## src/rtl/pio_seq_pkg.sv

```systemverilog
package pio_seq_pkg;

   typedef enum logic [1:0] {
      PH_IDLE   = 2'd0,
      PH_SETUP  = 2'd1,
      PH_ACTIVE = 2'd2,
      PH_RECOV  = 2'd3
   } phase_e;

   localparam int NUM_MODES = 5;

   function automatic int ceil_div(input int num, input int den);
      return (num + den - 1) / den;
   endfunction

   function automatic int max3(input int a, input int b, input int c);
      int m;
      m = (a > b) ? a : b;
      return (m > c) ? m : c;
   endfunction

   // address valid before strobe
   function automatic int t_setup_ns(input int m);
      case (m)
         0: return 70;
         1: return 50;
         2: return 30;
         3: return 30;
         default: return 25;
      endcase
   endfunction

   // strobe low width, 16-bit transfers
   function automatic int t_active_ns(input int m);
      case (m)
         0: return 165;
         1: return 125;
         2: return 100;
         3: return 80;
         default: return 70;
      endcase
   endfunction

   // separate strobe-high minimum (zero where only cycle time applies)
   function automatic int t_recov_ns(input int m);
      case (m)
         3: return 70;
         4: return 25;
         default: return 0;
      endcase
   endfunction

   // address kept after strobe rise
   function automatic int t_hold_ns(input int m);
      case (m)
         0: return 20;
         1: return 15;
         default: return 10;
      endcase
   endfunction

   // whole cycle minimum
   function automatic int t_cycle_ns(input int m);
      case (m)
         0: return 600;
         1: return 383;
         2: return 240;
         3: return 180;
         default: return 120;
      endcase
   endfunction

endpackage

```

## src/rtl/pio_timing_table.sv

```systemverilog
module pio_timing_table
   import pio_seq_pkg::*;
#(
   parameter int CLK_NS     = 10,
   parameter int MODE_W     = 3,
   parameter int CNT_W      = 8,
   parameter int SAMPLE_IDX = 6
) (
   input  logic [MODE_W-1:0] mode_i,
   output logic [CNT_W-1:0]  setup_o,
   output logic [CNT_W-1:0]  active_o,
   output logic [CNT_W-1:0]  recov_o
);

   logic [CNT_W-1:0] s_tab [NUM_MODES];
   logic [CNT_W-1:0] a_tab [NUM_MODES];
   logic [CNT_W-1:0] r_tab [NUM_MODES];

   for (genvar m = 0; m < NUM_MODES; m++) begin : g_mode
      localparam int S = ceil_div(t_setup_ns(m), CLK_NS);
      localparam int A = ceil_div(t_active_ns(m), CLK_NS);
      localparam int R = max3(ceil_div(t_recov_ns(m), CLK_NS),
                              ceil_div(t_hold_ns(m), CLK_NS),
                              ceil_div(t_cycle_ns(m), CLK_NS) - S - A);
      if (S < 1 || R < 1) begin : g_bad_zero
         $error("timing table: zero-length phase");
      end
      if (A <= SAMPLE_IDX) begin : g_bad_sample
         $error("timing table: strobe width ends before ready sample point");
      end
      if (S >= (1 << CNT_W) || A >= (1 << CNT_W) || R >= (1 << CNT_W)) begin : g_bad_width
         $error("timing table: count exceeds counter width");
      end
      assign s_tab[m] = CNT_W'(S);
      assign a_tab[m] = CNT_W'(A);
      assign r_tab[m] = CNT_W'(R);
   end

   logic [MODE_W-1:0] sel;

   always_comb begin
      sel      = (mode_i > MODE_W'(NUM_MODES - 1)) ? MODE_W'(NUM_MODES - 1) : mode_i;
      setup_o  = s_tab[sel];
      active_o = a_tab[sel];
      recov_o  = r_tab[sel];
   end

endmodule

```

## src/rtl/pio_sync.sv

```systemverilog
module pio_sync #(
   parameter int STAGES  = 2,
   parameter bit RST_VAL = 1'b1
) (
   input  logic clk,
   input  logic rst_n,
   input  logic d_i,
   output logic q_o
);

   if (STAGES < 1) begin : g_bad_stages
      $error("sync: at least one stage required");
   end

   logic [STAGES-1:0] chain_q;

   always_ff @(posedge clk or negedge rst_n) begin
      if (!rst_n) chain_q <= {STAGES{RST_VAL}};
      else        chain_q <= {chain_q[STAGES-2:0], d_i};
   end

   assign q_o = chain_q[STAGES-1];

endmodule

```

## src/rtl/pio_cycle_seq.sv

```systemverilog
module pio_cycle_seq
   import pio_seq_pkg::*;
#(
   parameter int ADDR_W          = 3,
   parameter int DATA_W          = 16,
   parameter int MODE_W          = 3,
   parameter int CLK_NS          = 10,
   parameter int SYNC_STAGES     = 2,
   parameter int IORDY_SAMPLE_NS = 35,
   parameter int IORDY_MAX_NS    = 1250,
   parameter int BUS_RELEASE_NS  = 30
) (
   input  logic              clk,
   input  logic              rst_n,
   input  logic              req_valid_i,
   output logic              req_ready_o,
   input  logic              req_write_i,
   input  logic [ADDR_W-1:0] req_addr_i,
   input  logic [DATA_W-1:0] req_wdata_i,
   input  logic [MODE_W-1:0] req_mode_i,
   output logic              done_o,
   output logic [DATA_W-1:0] done_rdata_o,
   output logic              done_timeout_o,
   output logic [ADDR_W-1:0] ata_addr_o,
   output logic              ata_rd_n_o,
   output logic              ata_wr_n_o,
   output logic [DATA_W-1:0] ata_data_o,
   output logic              ata_data_oe_o,
   input  logic [DATA_W-1:0] ata_data_i,
   input  logic              ata_iordy_i
);

   localparam int SAMPLE_IDX = ceil_div(IORDY_SAMPLE_NS, CLK_NS) + SYNC_STAGES;
   localparam int WAIT_LIMIT = SAMPLE_IDX + ceil_div(IORDY_MAX_NS, CLK_NS);
   localparam int CNT_W      = $clog2(WAIT_LIMIT + 1);
   localparam int GAP_C      = ceil_div(BUS_RELEASE_NS, CLK_NS);
   localparam int GAP_W      = $clog2(GAP_C + 1);

   localparam logic [CNT_W-1:0] CNT_ONE  = CNT_W'(1);
   localparam logic [CNT_W-1:0] LIMIT_M1 = CNT_W'(WAIT_LIMIT - 1);
   localparam logic [GAP_W-1:0] GAP_LOAD = GAP_W'(GAP_C);

   if (GAP_C < 1) begin : g_bad_gap
      $error("sequencer: bus release window must be at least one cycle");
   end
   if (MODE_W < 3) begin : g_bad_mode_w
      $error("sequencer: mode field too narrow for five modes");
   end

   // ---------------------------------------------------------------
   phase_e            phase_q;
   logic [CNT_W-1:0]  cnt_q;
   logic [MODE_W-1:0] mode_q;
   logic              wr_q;
   logic [GAP_W-1:0]  gap_q;
   logic              to_q;
   logic              iordy_s;
   logic [CNT_W-1:0]  setup_c;
   logic [CNT_W-1:0]  active_c;
   logic [CNT_W-1:0]  recov_c;

   pio_timing_table #(
      .CLK_NS    (CLK_NS),
      .MODE_W    (MODE_W),
      .CNT_W     (CNT_W),
      .SAMPLE_IDX(SAMPLE_IDX)
   ) u_table (
      .mode_i  (mode_q),
      .setup_o (setup_c),
      .active_o(active_c),
      .recov_o (recov_c)
   );

   pio_sync #(
      .STAGES (SYNC_STAGES),
      .RST_VAL(1'b1)
   ) u_iordy_sync (
      .clk  (clk),
      .rst_n(rst_n),
      .d_i  (ata_iordy_i),
      .q_o  (iordy_s)
   );

   logic bus_free;
   logic setup_end;
   logic strobe_ok;
   logic strobe_abort;
   logic recov_end;

   always_comb begin
      bus_free     = (gap_q == '0);
      setup_end    = (cnt_q >= setup_c - CNT_ONE) && (!wr_q || bus_free);
      strobe_ok    = (cnt_q >= active_c - CNT_ONE) && iordy_s;
      strobe_abort = (cnt_q == LIMIT_M1) && !iordy_s;
      recov_end    = (cnt_q == recov_c - CNT_ONE);
   end

   always_ff @(posedge clk or negedge rst_n) begin
      if (!rst_n) begin
         phase_q        <= PH_IDLE;
         cnt_q          <= '0;
         mode_q         <= '0;
         wr_q           <= 1'b0;
         gap_q          <= '0;
         to_q           <= 1'b0;
         ata_addr_o     <= '0;
         ata_data_o     <= '0;
         ata_rd_n_o     <= 1'b1;
         ata_wr_n_o     <= 1'b1;
         done_o         <= 1'b0;
         done_rdata_o   <= '0;
         done_timeout_o <= 1'b0;
      end else begin
         done_o <= 1'b0;
         if (!bus_free) gap_q <= gap_q - GAP_W'(1);
         unique case (phase_q)
            PH_IDLE: begin
               if (req_valid_i) begin
                  phase_q    <= PH_SETUP;
                  cnt_q      <= '0;
                  mode_q     <= req_mode_i;
                  wr_q       <= req_write_i;
                  ata_addr_o <= req_addr_i;
                  ata_data_o <= req_wdata_i;
                  to_q       <= 1'b0;
               end
            end
            PH_SETUP: begin
               if (setup_end) begin
                  phase_q    <= PH_ACTIVE;
                  cnt_q      <= '0;
                  ata_rd_n_o <= wr_q;
                  ata_wr_n_o <= !wr_q;
               end else begin
                  cnt_q <= cnt_q + CNT_ONE;
               end
            end
            PH_ACTIVE: begin
               if (strobe_ok || strobe_abort) begin
                  phase_q    <= PH_RECOV;
                  cnt_q      <= '0;
                  ata_rd_n_o <= 1'b1;
                  ata_wr_n_o <= 1'b1;
                  to_q       <= !strobe_ok;
                  if (!wr_q) begin
                     done_rdata_o <= ata_data_i;
                     gap_q        <= GAP_LOAD;
                  end
               end else begin
                  cnt_q <= cnt_q + CNT_ONE;
               end
            end
            PH_RECOV: begin
               if (recov_end) begin
                  phase_q        <= PH_IDLE;
                  cnt_q          <= '0;
                  done_o         <= 1'b1;
                  done_timeout_o <= to_q;
               end else begin
                  cnt_q <= cnt_q + CNT_ONE;
               end
            end
            default: phase_q <= PH_IDLE;
         endcase
      end
   end

   assign req_ready_o   = (phase_q == PH_IDLE);
   assign ata_data_oe_o = wr_q && (phase_q != PH_IDLE) && bus_free;

endmodule

```

## config.mk

```make
export PLATFORM = sky130hd
export DESIGN_NAME = pio_cycle_seq
export DESIGN_NICKNAME = d
export VERILOG_FILES = /design/src/rtl/pio_seq_pkg.sv /design/src/rtl/pio_timing_table.sv /design/src/rtl/pio_sync.sv /design/src/rtl/pio_cycle_seq.sv
export SDC_FILE = /design/constraint.sdc
export NUM_CORES = 1
export LEC_CHECK = 0
export CORE_AREA = 4 4 58 112
export DETAILED_ROUTE_END_ITERATION = 12
export DIE_AREA = 0 0 62 116
export PLACE_DENSITY = 0.83
export SETUP_SLACK_MARGIN = 0.3
export SKIP_LAST_GASP = 1
export SYNTH_ARGS = -nofsm -noshare
export SYNTH_HDL_FRONTEND = slang
export SYNTH_SLANG_ARGS = --single-unit
```

## constraint.sdc

```tcl
create_clock -name clk -period 8.4 [get_ports clk]
set_input_delay 2.52 -clock clk [delete_from_list [all_inputs] [get_ports clk]]
set_output_delay 2.52 -clock clk [all_outputs]
set_load 0.005 [all_outputs]
```

==> reports/metrics.csv, run 1 <==
stage,metric,value,unit
timing,Max Fclk,219.6,MHz
drt,DRC Markers,0,
clock_tree,TritonCTS clock tree,yes,
timing,Final Max Tran Viols,0,
drt,top layer in use,met4,
min_path,Tightest Hold Check Type,reg -> reg,
layout,area delta synth->final,42.51,%
global_routing,grt ovf,0,
clock_tree,root buffer cell,clkbuf_16,
global_routing,GRT Overall Usage,20.78,%
drt,Total Wirelength,6766,um
drt,Initial DRC Count,121,
die,FP Rows,39,
critical_path,r2r startpoint,mode_q[1]$_DFFE_PN0P_,
global_routing,vias in the first global route,2249,
layout,Total Nets Final,381,
critical_path,reg2reg end,done_rdata_o[1]$_DFFE_PN0P_,
power_and_ir_drop,pwr dens,368.7,nW/um2
global_routing,first-pass GRT wire length,10780,um
die,Initial Utilization,49.13,%
critical_path,Worst EP arrival,2030,ps
min_path,Hold EP,u_iordy_sync.chain_q[1]$_DFF_PN1_,
power_and_ir_drop,Clk pwr share,24.7,%
clock_tree,Longest Clk Path Bufs,2,
synth,synth unique cells,45,
critical_path,reg2reg setup slack,5000,ps
die,die area,7192,um2
timing,fin crit share,54.21,%
timing,Slew Limit Headroom,42.25,%
die,die width,62,um
drt,post-DR wirelength/cell,17.39,um
power_and_ir_drop,Switching Share,31.40,%
synth,multiplexer area fraction after synthesis,16.19,%
synth,simple logic cell fraction of the synthesized area,11.24,%
critical_path,worst reg2reg path depth,10,
power_and_ir_drop,Psw,462.7,uW
clock_tree,post-CTS setup buffers,0,
critical_path,max incr delay on CP,560,ps
synth,sequential element share of the synthesized area,51.92,%
timing,final setup fails,0,
timing,Final TNS setup,0,ps
timing,Fin Clk Skew,6.636,ps
min_path,min-delay src,u_iordy_sync.chain_q[0]$_DFF_PN1_,
critical_path,Worst Path Buf+Inv,2,
job,max-cap violation count,0,
power_and_ir_drop,Reg power frac,33.1,%
status,status,completed,
critical_path,slowest CP cell,clkdlybuf4s50_1,
power_and_ir_drop,Leak,1.708,nW
timing,fin worst setup slack,3846,ps
die,Top Ports,84,
synth,"count leader, synth",dfrtp_1,
die,Die Y,116,um
synth,Ys Warns,0,
synth,top cell type's share of synthesized area,48.17,%
timing,worst-margin pin slew,863.4,ps
drt,post-route ant nets,0,
clock_tree,CTS HTree Levels,3,
drt,WL met1,2406,um
timing,RSZ-0062 raised after global routing,false,
timing,min Tclk post-route,4554,ps
critical_path,crit path max fanout,15,
placement,Post-DP HPWL,4943,um
placement,DP Worst Slack,4204,ps
clock_tree,clock sink count,58,
synth,asr flop ratio synth,100.0,%
clock_tree,clock slew at reported path FFs,50,ps
timing,Final Hold Vio Count,0,
synth,Post-Synthesis Cells,234,
critical_path,CP top delay family,buffers and inverters,
placement,count of buffers from port buffering,83,
clock_tree,hold buffers post-CTS,0,
global_routing,largest net degree at the start of global routing,59,
drt,met2 routed WL,3812,um
drt,drt pass-1 iters,5,
layout,n_diodes,0,
min_path,Worst Hold Depth,0,
power_and_ir_drop,internal power,1.011,mW
synth,Yosys top cell by area,dfrtp_1,
critical_path,Worst Setup End Kind,primary output,
critical_path,Startpoint Class,flip-flop,
placement,GP Congestion,0.8907,
synth,Synth Flop Type,dfrtp_1,
critical_path,WS Path Type,reg -> out,
synth,Post-synth EDFFs,0,
critical_path,CP required,5880,ps
drt,Vias/cell,5.612,
power_and_ir_drop,Logic pwr share,42.2,%
synth,Compound-Gate Fraction of Synth Area,9.010,%
synth,Synth Register Bits,58,
global_routing,initial antenna violation count,0,
synth,Synth area leaders,"dfrtp_1, mux2_2, ha_1, dfstp_2, inv_1",
synth,Synth top cells by count,"dfrtp_1, mux2_2, ha_1",
synth,xor and xnor area share after synthesis,1.873,%
power_and_ir_drop,worst vdd ir,0.0002856,V
synth,Syn Nets,292,
synth,main combinational cell family by area after synthesis,multiplexers,
synth,Mapped Avg Cell Area,11.99,um2
synth,Post-Synth Adder-Cell Area,6.690,%
layout,layout cell share with drive strength beyond 1,20.43,%
clock_tree,CTS Buf Count,9,
synth,synthesized cell area,2805,um2
critical_path,critical path cell sequence,"inv_1, ha_1, nor4b_1, clkdlybuf4s50_1",
die,area of the core,5709,um2
critical_path,Crit. path cell count,4,
drt,Vias,2183,
clock_tree,Worst-Skew Late Latency,320,ps
timing,hold slack final,354.1,ps
drt,WL met3,299,um
clock_tree,post-CTS sizing,0,
## worst reg2reg max path, stage by stage, from the launching register on
cell and delay [ps]:
dfrtp_1 450, inv_1 180, nor2_1 90, ha_1 210
or3_1 340, ha_1 270, nand4_1 70, a31oi_1 280
nor2_1 180, a211oi_4 790, mux2_2 420
## power by group through the flow
| stage | Clock, mW | Combinational, mW | Sequential, mW |
|---|---|---|---|
| floorplan | 0 | 0.318 | 0.479 |
| global placement | 0 | 0.609 | 0.482 |
| detailed placement | 0 | 0.622 | 0.489 |
| CTS | 0.372 | 0.628 | 0.489 |
| global route | 0.385 | 0.680 | 0.505 |
| finish | 0.364 | 0.622 | 0.489 |
## placed cells by master, fill, tap and decap left out, types with 2 or more instances in the layout
| cell type | netlist | layout |
|---|---|---|
| clkbuf_8 | 0 | 2 |
| clkdlybuf4s50_1 | 0 | 82 |
| nand4b_1 | 2 | 2 |
| nor2b_1 | 4 | 4 |
| a21oi_1 | 2 | 2 |
| nor2_1 | 12 | 12 |
| a21o_1 | 2 | 2 |
| buf_4 | 0 | 2 |
| nand3_1 | 4 | 4 |
| clkinv_2 | 0 | 3 |
| nand2_1 | 11 | 11 |
| nand2b_1 | 2 | 2 |
| or3_1 | 2 | 2 |
| dfrtp_1 | 54 | 54 |
| xnor2_1 | 4 | 4 |
| clkbuf_16 | 0 | 9 |
| a31oi_1 | 4 | 4 |
| a211oi_1 | 4 | 4 |
| ha_1 | 15 | 15 |
| nor3_1 | 9 | 9 |
| and3_1 | 2 | 2 |
| mux2_2 | 39 | 39 |
| o31ai_1 | 4 | 4 |
| inv_1 | 14 | 14 |
| xor2_1 | 2 | 2 |
| o22ai_1 | 2 | 2 |
| o21bai_1 | 2 | 2 |
| dfstp_2 | 4 | 4 |
| and2_1 | 2 | 2 |
| nor4b_1 | 3 | 3 |
| o21ai_0 | 5 | 5 |
## routing by layer
layer	global-route usage, %	vias up
met5	0	-
met4	11.90	0
met3	5.128	19
met2	33.80	71
met1	23.81	1077
li1	-	1016
## flip-flops by register name (all words and copies together), names as in the netlist, 2 cells and up
register,count
ata_addr_o,3
ata_data_o,16
cnt_q,8
done_rdata_o,16
gap_q,2
mode_q,3
phase_q,2
u_iordy_sync.chain_q,2
## worst max-delay path by stage
| stage | start | to | slack, ps |
|---|---|---|---|
| floorplan | req_valid_i | mode_q[2]$_DFFE_PN0P_ | 4650 |
| global placement | phase_q[0]$_DFFE_PN0P_ | ata_data_oe_o | 4230 |
| detailed placement | phase_q[0]$_DFFE_PN0P_ | ata_data_oe_o | 4200 |
| CTS | phase_q[0]$_DFFE_PN0P_ | ata_data_oe_o | 3820 |
| global route | phase_q[0]$_DFFE_PN0P_ | ata_data_oe_o | 3660 |
| finish | phase_q[0]$_DFFE_PN0P_ | ata_data_oe_o | 3850 |
## per-stage QoR
stage	util, %	area, um2	power, mW	cells
floorplan	-	2805	0.7977	234
global placement	64.67	3692	1.091	373
detailed placement	64.67	3692	1.111	373
CTS	70.02	3998	1.488	389
global route	70.02	3998	1.570	389
finish	70.02	3998	1.474	389
## kinds of logic after synthesis
| logic type | after synthesis |
|---|---|
| DFF | 58 |
| buffers and inverters | 21 |
| AOI/OAI and AO/OA | 34 |
| muxes | 40 |
| and+or+nand+nor | 59 |
| adders and majority gates | 15 |
| other | 1 |
| xor gates and xnor gates | 6 |
## layout make-up
| class | instances | area (um2) |
|---|---|---|
| multi-input cells | 155 | 1266 |
| repair buffers | 85 | 840.8 |
| clock buffers | 11 | 252.7 |
| clock inverters | 5 | 52.55 |
| flip-flops and latches | 58 | 1456 |
| fillers | 412 | 1712 |
| well taps | 61 | 76.32 |
| inverters | 14 | 52.55 |
Note: power is estimated with default switching activity, not from simulation.
==> run 2, diff against run 1 <==
CORE_AREA = 4 4 63 123   (was 4 4 58 112)
DIE_AREA = 0 0 67 127   (was 0 0 62 116)
PLACE_DENSITY = 0.74   (was 0.83)
clock period = 4.15 ns   (was 8.4 ns; I/O delays follow)
==> reports/metrics.csv, run 2 (same netlist as run 1, synthesis figures left out) <==
stage,metric,value,unit
die,Initial Utilization,41.05,%
global_routing,vias in the first global route,2204,
critical_path,r2r startpoint,mode_q[1]$_DFFE_PN0P_,
drt,Vias/cell,5.124,
timing,fin worst setup slack,777.3,ps
layout,total area of sequential cells,1456,um2
timing,Final TNS setup,0,ps
critical_path,Startpoint Class,flip-flop,
power_and_ir_drop,pwr dens,752.2,nW/um2
layout,"commonest cells after routing, fill and taps aside","clkdlybuf4s50_1, dfrtp_1, mux2_2",
clock_tree,post-CTS setup buffers,0,
placement,Post-DP HPWL,4927,um
placement,DP Worst Slack,745.4,ps
power_and_ir_drop,worst vdd ir,0.0004908,V
critical_path,worst reg2reg path depth,10,
layout,fin area,4078,um2
die,Die Y,127,um
drt,post-route ant nets,0,
timing,RSZ-0062 raised after global routing,false,
power_and_ir_drop,Pwr Total,3.067,mW
clock_tree,clock sink count,58,
timing,Final Max Tran Viols,0,
layout,area occupied by multi-input gates,1266,um2
drt,Vias,2142,
clock_tree,CTS HTree Levels,3,
layout,layout cell share with drive strength beyond 1,20.43,%
placement,dpl cell area,3729,um2
global_routing,GRT Overall Usage,16.39,%
placement,GP Congestion,0.8016,
drt,Total Wirelength,6547,um
drt,Initial DRC Count,47,
clock_tree,Worst-Skew Late Latency,320,ps
timing,Slew Limit Headroom,42.03,%
die,die width,67,um
clock_tree,TritonCTS clock tree,yes,
critical_path,crit path max fanout,18,
clock_tree,root buffer cell,clkbuf_16,
critical_path,crit path capture,done_rdata_o[14]$_DFFE_PN0P_,
clock_tree,hold buffers post-CTS,0,
global_routing,largest net degree at the start of global routing,40,
power_and_ir_drop,Leak,1.728,nW
drt,drt pass-1 iters,4,
clock_tree,CTS Buf Count,9,
clock_tree,clock slew at reported path FFs,50,ps
timing,fin crit share,81.27,%
global_routing,grt ovf,0,
placement,count of buffers from port buffering,83,
die,Top Ports,84,
clock_tree,Longest Clk Path Bufs,2,
timing,min Tclk post-route,3373,ps
critical_path,Worst EP arrival,3580,ps
global_routing,first-pass GRT wire length,10720,um
layout,Total Nets Final,381,
drt,DRC Markers,0,
layout,n_diodes,0,
timing,Fin Clk Skew,4.997,ps
timing,Final Hold Vio Count,0,
min_path,Tightest Hold Check Type,reg -> reg,
layout,Fill cells,552,
critical_path,reg2reg setup slack,780,ps
clock_tree,post-CTS sizing,0,
critical_path,CP required,4360,ps
die,die area,8509,um2
die,FP Rows,43,
timing,worst-margin pin slew,866.7,ps
layout,"most common cell after layout, fill and taps aside",clkdlybuf4s50_1,
critical_path,reg2reg end,done_rdata_o[14]$_DFFE_PN0P_,
drt,post-DR wirelength/cell,15.66,um
timing,Max Fclk,296.5,MHz
critical_path,Worst Setup End Kind,flip-flop,
critical_path,critical path startpoint,mode_q[1]$_DFFE_PN0P_,
layout,Top Registers,"ata_data_o: 16 flops, done_rdata_o: 16 flops, cnt_q: 8 flops",
layout,area delta synth->final,45.36,%
status,status,completed,
timing,final setup fails,0,
job,max-cap violation count,0,
global_routing,initial antenna violation count,0,
die,area of the core,6833,um2
critical_path,WS Path Type,reg -> reg,
[run 2: layout make-up]
type	instances	area share [%]
clock buffers	13	6.873
clock inverters	3	1.688
inverters	14	1.289
multi-input cells	155	31.05
flip-flops and latches	58	35.72
well taps	90	2.762
repair buffers	85	20.62
[run 2: worst min path at each step]
stage	from	to	slack, ps	cells after the start
final	u_iordy_sync.chain_q[0]$_DFF_PN1_	u_iordy_sync.chain_q[1]$_DFF_PN1_	350	0
after global routing	u_iordy_sync.chain_q[0]$_DFF_PN1_	u_iordy_sync.chain_q[1]$_DFF_PN1_	360	0
after CTS	u_iordy_sync.chain_q[0]$_DFF_PN1_	u_iordy_sync.chain_q[1]$_DFF_PN1_	360	0
after detailed placement	u_iordy_sync.chain_q[0]$_DFF_PN1_	u_iordy_sync.chain_q[1]$_DFF_PN1_	350	0
after global placement	u_iordy_sync.chain_q[0]$_DFF_PN1_	u_iordy_sync.chain_q[1]$_DFF_PN1_	350	0
after floorplan	u_iordy_sync.chain_q[0]$_DFF_PN1_	u_iordy_sync.chain_q[1]$_DFF_PN1_	350	0
[run 2: worst max-delay path: stages (launching register included)]
cell      delay, ps
dfrtp_1         440
inv_1           140
nor2_1           80
ha_1            200
or3_1           350
ha_1            280
nand4_1          60
a31oi_1         310
nor2_1          190
a211oi_4        790
mux2_2          410
[run 2: stage by stage]
stage               hold slack [ps]  util (%)  std cells
floorplan                     345.2         -        234
finish                        354.7     59.68        418
global route                  356.7     59.68        418
detailed placement            349.5     54.57        402
CTS                           356.2     59.68        418
global placement              346.7     54.57        402
[run 2: metal layers]
metal  GRT usage, %  routed length, um
met5              0                  0
met4          6.220                117
met3          5.101                570
met2          25.52               3194
met1          21.06               2664
[run 2: where the power goes]
part,internal (mW),switching [mW],total (mW)
logic,0.746,0.510,1.26
registers,0.808,0.174,0.982
clock network,0.591,0.239,0.830
total,2.14,0.923,3.07
